### src/rtl/rename_tag_guard.sv
module rename_tag_guard #(
  parameter int TAG_W = 5
) (
  input  logic                 clk,
  input  logic                 rst,
  input  logic                 in_valid,
  input  logic [3:0]           in_slot_vld,
  input  logic [4*TAG_W-1:0]   in_src_a,
  input  logic [4*TAG_W-1:0]   in_src_b,
  input  logic [4*TAG_W-1:0]   in_dst,
  output logic                 out_valid,
  output logic [3:0]           out_slot_vld,
  output logic [4*TAG_W-1:0]   out_src_a,
  output logic [4*TAG_W-1:0]   out_src_b,
  output logic [4*TAG_W-1:0]   out_dst,
  output logic [3:0]           dep_a_hit,
  output logic [7:0]           dep_a_idx,
  output logic [3:0]           dep_b_hit,
  output logic [7:0]           dep_b_idx,
  output logic [3:0]           err_det,
  output logic [3:0]           err_fix,
  output logic                 err_unfix
);
  localparam int SLOTS = 4;
  localparam int IDX_W = 2;
  localparam int GW    = SLOTS * TAG_W;

  logic [TAG_W-1:0] sa [SLOTS];
  logic [TAG_W-1:0] sb [SLOTS];
  logic [TAG_W-1:0] sd [SLOTS];

  for (genvar g = 0; g < SLOTS; g++) begin : g_unpack
    assign sa[g] = in_src_a[g*TAG_W +: TAG_W];
    assign sb[g] = in_src_b[g*TAG_W +: TAG_W];
    assign sd[g] = in_dst[g*TAG_W +: TAG_W];
  end

  function automatic logic [TAG_W:0] vote4(input logic [TAG_W-1:0] a, b, c, d);
    logic [2:0] cnt;
    logic [TAG_W:0] r;
    r = '0;
    for (int k = 0; k < TAG_W; k++) begin
      cnt = 3'(a[k]) + 3'(b[k]) + 3'(c[k]) + 3'(d[k]);
      r[k] = cnt >= 3'd3;
      if (cnt == 3'd2) r[TAG_W] = 1'b1;
    end
    return r;
  endfunction

  wire solo = in_slot_vld == 4'b0001;
  wire pair = in_slot_vld == 4'b0011;
  wire trio = in_slot_vld == 4'b0111;

  wire [TAG_W:0] va = vote4(sa[0], sa[1], sa[2], sa[3]);
  wire [TAG_W:0] vb = vote4(sb[0], sb[1], sb[2], sb[3]);
  wire [TAG_W:0] vd = vote4(sd[0], sd[1], sd[2], sd[3]);
  wire tie = va[TAG_W] | vb[TAG_W] | vd[TAG_W];

  wire solo_diff = (sa[1] != sa[0]) | (sa[2] != sa[0]) | (sa[3] != sa[0]) |
                   (sb[1] != sb[0]) | (sb[2] != sb[0]) | (sb[3] != sb[0]) |
                   (sd[1] != sd[0]) | (sd[2] != sd[0]) | (sd[3] != sd[0]);
  wire solo_fix  = !tie && ((va[TAG_W-1:0] != sa[0]) || (vb[TAG_W-1:0] != sb[0]) ||
                            (vd[TAG_W-1:0] != sd[0]));
  wire pair_d0   = {sa[2], sb[2], sd[2]} != {sa[0], sb[0], sd[0]};
  wire pair_d1   = {sa[3], sb[3], sd[3]} != {sa[1], sb[1], sd[1]};

  logic [3:0] det_c, fix_c, ha_c, hb_c;
  logic [7:0] ia_c, ib_c;
  logic [GW-1:0] oa_c, ob_c, od_c;

  always_comb begin
    det_c = '0;
    fix_c = '0;
    if (solo) begin
      det_c[0] = solo_diff;
      fix_c[0] = solo_fix;
    end else if (pair) begin
      det_c[1:0] = {pair_d1, pair_d0};
    end else if (trio) begin
      det_c[0] = sd[3] != sd[0];
    end
  end

  always_comb begin
    ha_c = '0; hb_c = '0; ia_c = '0; ib_c = '0;
    for (int i = 1; i < SLOTS; i++) begin
      for (int j = 0; j < i; j++) begin
        if (in_slot_vld[i] && in_slot_vld[j] && sa[i] == sd[j]) begin
          ha_c[i] = 1'b1;
          ia_c[i*IDX_W +: IDX_W] = IDX_W'(j);
        end
        if (in_slot_vld[i] && in_slot_vld[j] && sb[i] == sd[j]) begin
          hb_c[i] = 1'b1;
          ib_c[i*IDX_W +: IDX_W] = IDX_W'(j);
        end
      end
    end
  end

  always_comb begin
    oa_c = '0; ob_c = '0; od_c = '0;
    for (int i = 0; i < SLOTS; i++) begin
      if (in_slot_vld[i]) begin
        oa_c[i*TAG_W +: TAG_W] = sa[i];
        ob_c[i*TAG_W +: TAG_W] = sb[i];
        od_c[i*TAG_W +: TAG_W] = sd[i];
      end
    end
    if (solo && solo_fix) begin
      oa_c[TAG_W-1:0] = va[TAG_W-1:0];
      ob_c[TAG_W-1:0] = vb[TAG_W-1:0];
      od_c[TAG_W-1:0] = vd[TAG_W-1:0];
    end
  end

  always_ff @(posedge clk) begin
    if (rst || !in_valid) begin
      out_valid    <= 1'b0;
      out_slot_vld <= '0;
      out_src_a    <= '0;
      out_src_b    <= '0;
      out_dst      <= '0;
      dep_a_hit    <= '0;
      dep_a_idx    <= '0;
      dep_b_hit    <= '0;
      dep_b_idx    <= '0;
      err_det      <= '0;
      err_fix      <= '0;
      err_unfix    <= 1'b0;
    end else begin
      out_valid    <= 1'b1;
      out_slot_vld <= in_slot_vld;
      out_src_a    <= oa_c;
      out_src_b    <= ob_c;
      out_dst      <= od_c;
      dep_a_hit    <= ha_c;
      dep_a_idx    <= ia_c;
      dep_b_hit    <= hb_c;
      dep_b_idx    <= ib_c;
      err_det      <= det_c;
      err_fix      <= fix_c;
      err_unfix    <= solo && tie;
    end
  end
endmodule

### config.mk
export PLATFORM = sky130hd
export DESIGN_NAME = rename_tag_guard
export DESIGN_NICKNAME = d
export VERILOG_FILES = /design/src/rtl/rename_tag_guard.sv
export SDC_FILE = /design/constraint.sdc
export NUM_CORES = 1
export LEC_CHECK = 0
export BUFFER_PORTS_ARGS = -buffer_cell sky130_fd_sc_hd__clkbuf_2
export CAP_MARGIN = 20
export CELL_PAD_IN_SITES_DETAIL_PLACEMENT = 1
export CELL_PAD_IN_SITES_GLOBAL_PLACEMENT = 1
export CORE_MARGIN = 2
export CORE_UTILIZATION = 35
export CTS_CLUSTER_SIZE = 25
export DETAILED_ROUTE_END_ITERATION = 10
export PLACE_DENSITY_LB_ADDON = 0.1
export SLEW_MARGIN = 5
export SYNTH_ARGS = -nofsm -noshare
export SYNTH_HDL_FRONTEND = slang
export SYNTH_SLANG_ARGS = --single-unit
### constraint.sdc
create_clock -name clk -period 2.5 [get_ports clk]
set_input_delay 0 -clock clk [delete_from_list [all_inputs] [get_ports clk]]
set_output_delay 0 -clock clk [all_outputs]
set_load 0.03 [all_outputs]
==> summary.txt, run 1 <==
Cells and area
  • Fin cells: 903
  • Ant. Diodes: 0
  • Layout area overhead: 30.1%
  • Nets: about 840
  • Design Area, Final: 0.00667 mm^2
  • Fill cells: 1684
  • Fraction of layout cells with a size suffix above 1: between 30% and 40%
  • Layout Utilization: 46.2%

Detailed routing
  • DR vias/cell: a little under 5
  • DR pass1 iterations: 4
  • Post-Route WL: around 18 mm
  • Via count: ~4400
  • Mean routed wirelength per cell: ~20 um
  • DRT iter0 DRCs: approximately 180
  • DRC errors left: 0
  • Antenna viol nets, final: 0

STA
  • Final setup viols: 0
  • Slew margin rel.: 66.7%
  • Count of final hold-check violations: 0
  • Period utilisation layout: between 90 and 100%
  • Final worst setup slack: 150 ps
  • Slew @ Worst Pin: ~490 ps
  • Minimum clock period: about 2300 ps
  • Max Fclk: between 400 and 500 MHz
  • Max Slew Vio Count: 0
  • RSZ-0062 raised after global routing: false

Setup path
  • CP endpoint kind: flop
  • Crit path top cell by count: ha_1
  • Worst path max stage delay: slightly below 500 ps
  • Worst path cell trace: clkbuf_2 -> fa_1 -> ha_1 -> ha_1 -> a21oi_1 -> xnor2_1 -> nor4_2 -> nand4_1 -> o31ai_4 -> buf_12 -> mux2i_1
  • CP max-delay cell: fa_1
  • Worst setup SP type: input pin
  • Setup CP Type: input pin to flop
  • Worst path required time: approximately 2800 ps
  • CP Depth: 11
  • CP delay by family, top: adder cells
  • CP max FO: 16
  • Worst Setup SP: in_src_a[4]
  • Buf+Inv Stages, Crit Path: 2
  • Worst setup endpoint: out_dst[4]
  • Crit path DAT: around 2600 ps

Logic synthesis
  • Top post-synthesis cells by count: 81 x dfxtp_1, 67 x xnor2_1, 53 x xor2_1
  • Mapped Cells: 530
  • #FFs+latches synth: a little over 80
  • Synth Warn #: 0
  • Top post-synthesis cells by area: dfxtp_1 32%, xnor2_1 11%, ha_1 11%
  • Register area share after synthesis: 31.6%
  • Top-count cell post-synth: dfxtp_1
  • Largest area contributor in the netlist: dfxtp_1
  • Synth top area share: a little under a third
  • Top_reg_cell synth: dfxtp_1
  • Post-Syn Area per Cell: between 9 and 10 um^2
  • Cell area after synthesis: ~0.005 mm^2
  • Count of cell types in the netlist: 38
  • Async SR Flop Fraction: 0%
  • Post-synth EDFFs: 0

Floorplanning
  • Core area: about 0.014 mm^2
  • Die Area: approximately 0.016 mm^2
  • Rows: 44
  • Starting Density: 35.6%
  • Die height: 125 um
  • I/O pin count: 165
  • Die X: ~130 um

Clocking
  • # H-tree levels: 3
  • PostCTS Resize Cnt: 0
  • CTS tree: built
  • Root buf cell: clkbuf_16
  • Clock Path Buffers: 2
  • Clock sinks: 81
  • Cts bufs inserted: 9
  • Clock slew at reported path FFs: ~60 ps

Placed design
  • Post-DP HPWL: 14.4 mm
  • Placed Area: around 0.0064 mm^2
  • Dpl ws: -207 ps
  • GP Congestion: slightly above 0.9
  • I/O Buffers: 147
  • Inst Count DP: roughly 890

Power
  • P_sw: 1250 uW
  • Clock power frac: 35.3%
  • Sequential power share: approximately 36%
  • VDD IR max: around 330 uV
  • Pwr/cell area: 559 mW/mm^2
  • Power Total: between 3000 and 4000 uW
  • Int Power: approximately 2500 uW
  • P_leak: approximately 0.0033 uW
  • Switch share: between 30% and 40%
  • Comb pwr share: 29.0%

Global routing
  • GR Overflow Total: 0
  • Initial antenna violation count: 0
  • Vias in the first global route: about 4800
  • Largest net degree at the start of global routing: between 40 and 50
  • Total GRT Usage: approximately a quarter
  • First-pass GRT wire length: approximately 28 mm

Hold path
  • Hold Crit Class: input pin to flop

Outcome
  • Status: complete, no violations

Job
  • Max-cap violations: 0
[power groups by stage]
stage | Combinational, uW | Sequential, uW | Clock (uW)
CTS | 1090 | 1330 | 1350
floorplan | 616 | 1420 | 0
finish | 1080 | 1330 | 1310
detailed placement | 1080 | 1360 | 0
global route | 1180 | 1330 | 1400
global placement | 1050 | 1360 | 0
[layout make-up]
type                            count  area, um^2  area share [%]
Clock buffer                       10         239            3.58
Clock inverter                      6        50.0           0.750
Inverter                            9        36.3           0.544
Multi-Input combinational cell    404        3280            49.1
Sequential cell                    81        1620            24.3
Tap cell                          184         230            3.45
Timing Repair Buffer              209        1220            18.2
[cell usage in the layout (no fill, tap or decap), types with 2 or more instances in the layout]
cell	instances
clkbuf_2	147
nand2b_1	17
clkbuf_16	9
nor4_1	15
nand4_1	16
a21oi_2	3
a22oi_1	3
nor3b_1	5
mux2i_1	15
and3_1	44
fa_1	15
nand2_1	21
nor2_1	16
ha_1	44
inv_1	7
nand3_1	12
xor2_1	53
and2_1	3
or4_1	2
inv_6	2
xnor2_1	67
conb_1	17
dfxtp_1	81
buf_4	60
nor3_1	9
a21oi_1	15
[layer usage]
layer | wire, um | track usage, % | share of wire (%) | up-vias
met1 | 8460 | 31.8 | 46 | 2134
met4 | 332 | 7.97 | 1.8 | 0
met5 | 0 | 0 | 0 | -
met3 | 902 | 3.68 | 4.9 | 20
li1 | - | - | - | 2113
met2 | 8580 | 38.9 | 47 | 136
[kinds of logic after synthesis]
logic type,after synthesis,synth area share [%]
buf+inv,61,6.17
mux,15,2.93
flops,81,31.6
fa+ha+maj,61,17.1
compound gates,28,3.76
other cells,1,0.0731
xor+xnor,120,20.5
simple gates,163,17.9
[timing repair]
item	4_1_cts	5_1_grt
endpoints found under the hold margin	1	0
hold buffers	1	0
buffers inserted	0	0
[sequential cells by signal, summed over array words and instances, names as in the netlist]
| register | flops |
|---|---|
| out_valid | 1 |
| dep_a_hit | 3 |
| dep_b_hit | 3 |
| dep_b_idx | 3 |
| out_dst | 20 |
| dep_a_idx | 3 |
| err_det | 2 |
| out_src_b | 20 |
| out_src_a | 20 |
| err_fix | 1 |
| err_unfix | 1 |
| out_slot_vld | 4 |
[worst min-delay path by stage]
stage | start | endpoint | slack [ps] | cells past startpoint
floorplan | in_src_a[0] | out_src_a[0] | 140 | 2
global placement | in_dst[5] | out_dst[5] | 260 | 3
detailed placement | in_dst[5] | out_dst[5] | 280 | 3
CTS | in_src_a[13] | out_src_a[13] | 6 | 2
global route | in_src_a[13] | out_src_a[13] | 20 | 2
finish | in_src_a[13] | out_src_a[13] | 10 | 2
[stage by stage]
stage | setup TNS, ps | hold slack, ps
detailed placement | -2820 | 279
global placement | -1600 | 261
floorplan | 0 | 142
global route | 0 | 17.2
CTS | 0 | 5.72
finish | 0 | 13.8
Power figures use the tool's default switching activity.
==> inputs of run 2 (changes only) <==
--- a/config.mk
+++ b/config.mk
@@ -5,12 +5,13 @@
 export SDC_FILE = /design/constraint.sdc
 export NUM_CORES = 1
 export LEC_CHECK = 0
+export ABC_AREA = 1
 export BUFFER_PORTS_ARGS = -buffer_cell sky130_fd_sc_hd__clkbuf_2
 export CAP_MARGIN = 20
 export CELL_PAD_IN_SITES_DETAIL_PLACEMENT = 1
 export CELL_PAD_IN_SITES_GLOBAL_PLACEMENT = 1
 export CORE_MARGIN = 2
-export CORE_UTILIZATION = 35
+export CORE_UTILIZATION = 34
 export CTS_CLUSTER_SIZE = 25
 export DETAILED_ROUTE_END_ITERATION = 10
 export PLACE_DENSITY_LB_ADDON = 0.1
==> summary.txt, run 2 <==
Outcome
  • Status: complete, no violations

Setup path
  • Worst path max stage delay: 540 ps
  • Worst path cell trace: dlygate4sd3_1 -> clkbuf_2 -> ha_1 -> ha_1 -> nand2_1 -> nand2_1 -> nand2_1 -> nand2_1 -> nand2_1 -> inv_1 -> nand2_1 -> nor2_1 -> nand2_2 -> buf_12 -> a21boi_0 -> nor2_1
  • Worst path required time: between 2000 and 3000 ps
  • CP max-delay cell: dlygate4sd3_1
  • CP delay by family, top: buffers and inverters
  • CP max FO: 27
  • Crit path DAT: approximately 2400 ps
  • Crit path top cell by count: nand2_1
  • Setup CP Type: input pin to flop
  • CP endpoint kind: flop
  • Buf+Inv Stages, Crit Path: 4
  • Worst setup SP type: input pin

Cells and area
  • Fraction of layout cells with a size suffix above 1: a little under a quarter
  • Most common cell after layout, fill and taps aside: clkbuf_2
  • Layout area overhead: 28.0%
  • Ant. Diodes: 0
  • Most frequent cells in the layout: 147 x clkbuf_2, 143 x nand2_1, 113 x nor2_1
  • Top Registers: out_dst: 20 flops, out_src_a: 20 flops, out_src_b: 20 flops
  • Nets: approximately 1100

Detailed routing
  • DR pass1 iterations: 5
  • DRT iter0 DRCs: about 400
  • Via count: approximately 5600
  • Antenna viol nets, final: 0
  • DR vias/cell: about 4.9
  • Mean routed wirelength per cell: 19.4 um
  • DRC errors left: 0
  • Post-Route WL: about 22 mm

Logic synthesis
  • Top-count cell post-synth: nand2_1
  • Synth top area share: ~29%
  • Post-synth EDFFs: 0
  • Top post-synthesis cells by count: 143 x nand2_1, 113 x nor2_1, 90 x inv_1
  • Top_reg_cell synth: dfxtp_1
  • Synth Warn #: 0
  • Cell area after synthesis: 0.00557 mm^2
  • Count of cell types in the netlist: 36
  • Largest area contributor in the netlist: dfxtp_1
  • Post-Syn Area per Cell: 7.53 um^2
  • #FFs+latches synth: between 80 and 90
  • Top post-synthesis cells by area: dfxtp_1 29%, ha_1 10%, nand2_1 9.6%
  • Register area share after synthesis: between 20% and 30%
  • Mapped Cells: 739
  • Async SR Flop Fraction: 0%

STA
  • Max Fclk: approximately 470 MHz
  • Hold slack: 9.01 ps
  • Sum Neg Setup Slack: 0 ps
  • Final setup viols: 0
  • Max Slew Vio Count: 0
  • RSZ-0062 raised after global routing: false
  • Final worst setup slack: 387 ps
  • Minimum clock period: ~2100 ps
  • Period utilisation layout: between 80% and 90%
  • Slew @ Worst Pin: about 560 ps
  • Slew margin rel.: between 60% and 70%
  • Count of final hold-check violations: 0

Clocking
  • Clock sinks: 81
  • CTS tree: built
  • Root buf cell: clkbuf_16
  • Clock slew at reported path FFs: 70 ps
  • # H-tree levels: 3
  • Cts bufs inserted: 9
  • Clock Path Buffers: 2

Floorplanning
  • I/O pin count: between 150 and 200
  • Die Area: roughly 0.017 mm^2
  • Rows: 46
  • Die X: between 100 and 150 um
  • Die height: 132 um
  • Starting Density: a little over a third
  • Core area: 0.0159 mm^2

Placed design
  • Post-DP HPWL: between 15 and 20 mm
  • Dpl ws: 52.6 ps
  • GP Congestion: 0.884
  • I/O Buffers: around 150

Power
  • Sequential power share: approximately 33%
  • Pwr/cell area: roughly 560 mW/mm^2
  • P_sw: between 1000 and 1500 uW
  • VDD IR max: 319 uV
  • Power Total: about 4000 uW
  • P_leak: 0.00372 uW
  • Clock power frac: 37.5%
  • Comb pwr share: between 20% and 30%
  • Int Power: about 2600 uW
  • Switch share: about a third

Hold path
  • Hold Crit Class: input pin to flop

Job
  • Max-cap violations: 0

Global routing
  • Largest net degree at the start of global routing: 28
  • First-pass GRT wire length: 34.7 mm
  • Initial antenna violation count: 0
  • Vias in the first global route: approximately 6100
  • GR Overflow Total: 0
  • Total GRT Usage: roughly a quarter
[run 2: tightest hold or removal path, stage by stage]
cell      delay (ps)
clkbuf_2         190
inv_1             90
nor2_1            40
[run 2: path summary, 6_finish.rpt]
kind / to / cells after the start / slack, ps / from
setup / recovery: out_dst[3] / 16 / 390 / in_src_a[10]
hold / removal: out_dst[11] / 3 / 9 / in_dst[11]
[run 2: kinds of logic after synthesis]
group                    count (synthesis)  synth area share, %
buffers and inverters                  139                 11.8
other                                    1               0.0674
adder cells (fa/ha/maj)                 61                 15.7
AND/OR/NAND/NOR                        331                 25.8
XOR/XNOR                                63                 9.91
flip-flops                              81                 29.1
AO/OA/AOI/OAI                           63                 7.60
[run 2: power by group through the flow]
stage / clock network [uW] / logic [uW] / registers, uW
floorplan: 0 / 649 / 1420
global placement: 0 / 1110 / 1360
detailed placement: 0 / 1140 / 1360
CTS: 1530 / 1160 / 1330
global route: 1590 / 1290 / 1330
finish: 1500 / 1160 / 1330
[run 2: timing repair]
action | CTS | global route
endpoints found under the hold margin | 7 | 0
endpoints found under the setup margin | 0 | 0
resized for setup | 0 | 0
hold buffers | 7 | 0
setup buffers | 0 | 0
[run 2: layout make-up]
class / instances / area (um^2)
clock buffers: 9 / 225
repair buffers: 205 / 1200
clock inverters: 7 / 105
multi-input cells: 535 / 3350
fillers: 2078 / 8820
well taps: 216 / 270
inverters: 93 / 352
flip-flops and latches: 81 / 1620
[run 2: metal layers]
metal / vias up / global-route usage (%) / wire length, um
li1: 2682 / - / -
met1: 2692 / 32.6 / 9580
met2: 212 / 44.7 / 10900
met3: 26 / 5.61 / 1390
met4: 0 / 7.49 / 399
met5: - / 0 / 0
[run 2: through the flow]
step / std cells / cell area (um^2) / util, %
detailed placement: 1123 / 6720 / 42.2
global placement: 1123 / 6720 / 42.2
finish: 1146 / 7120 / 44.7
floorplan: 755 / 5630 / -
CTS: 1146 / 7120 / 44.7
global route: 1146 / 7120 / 44.7
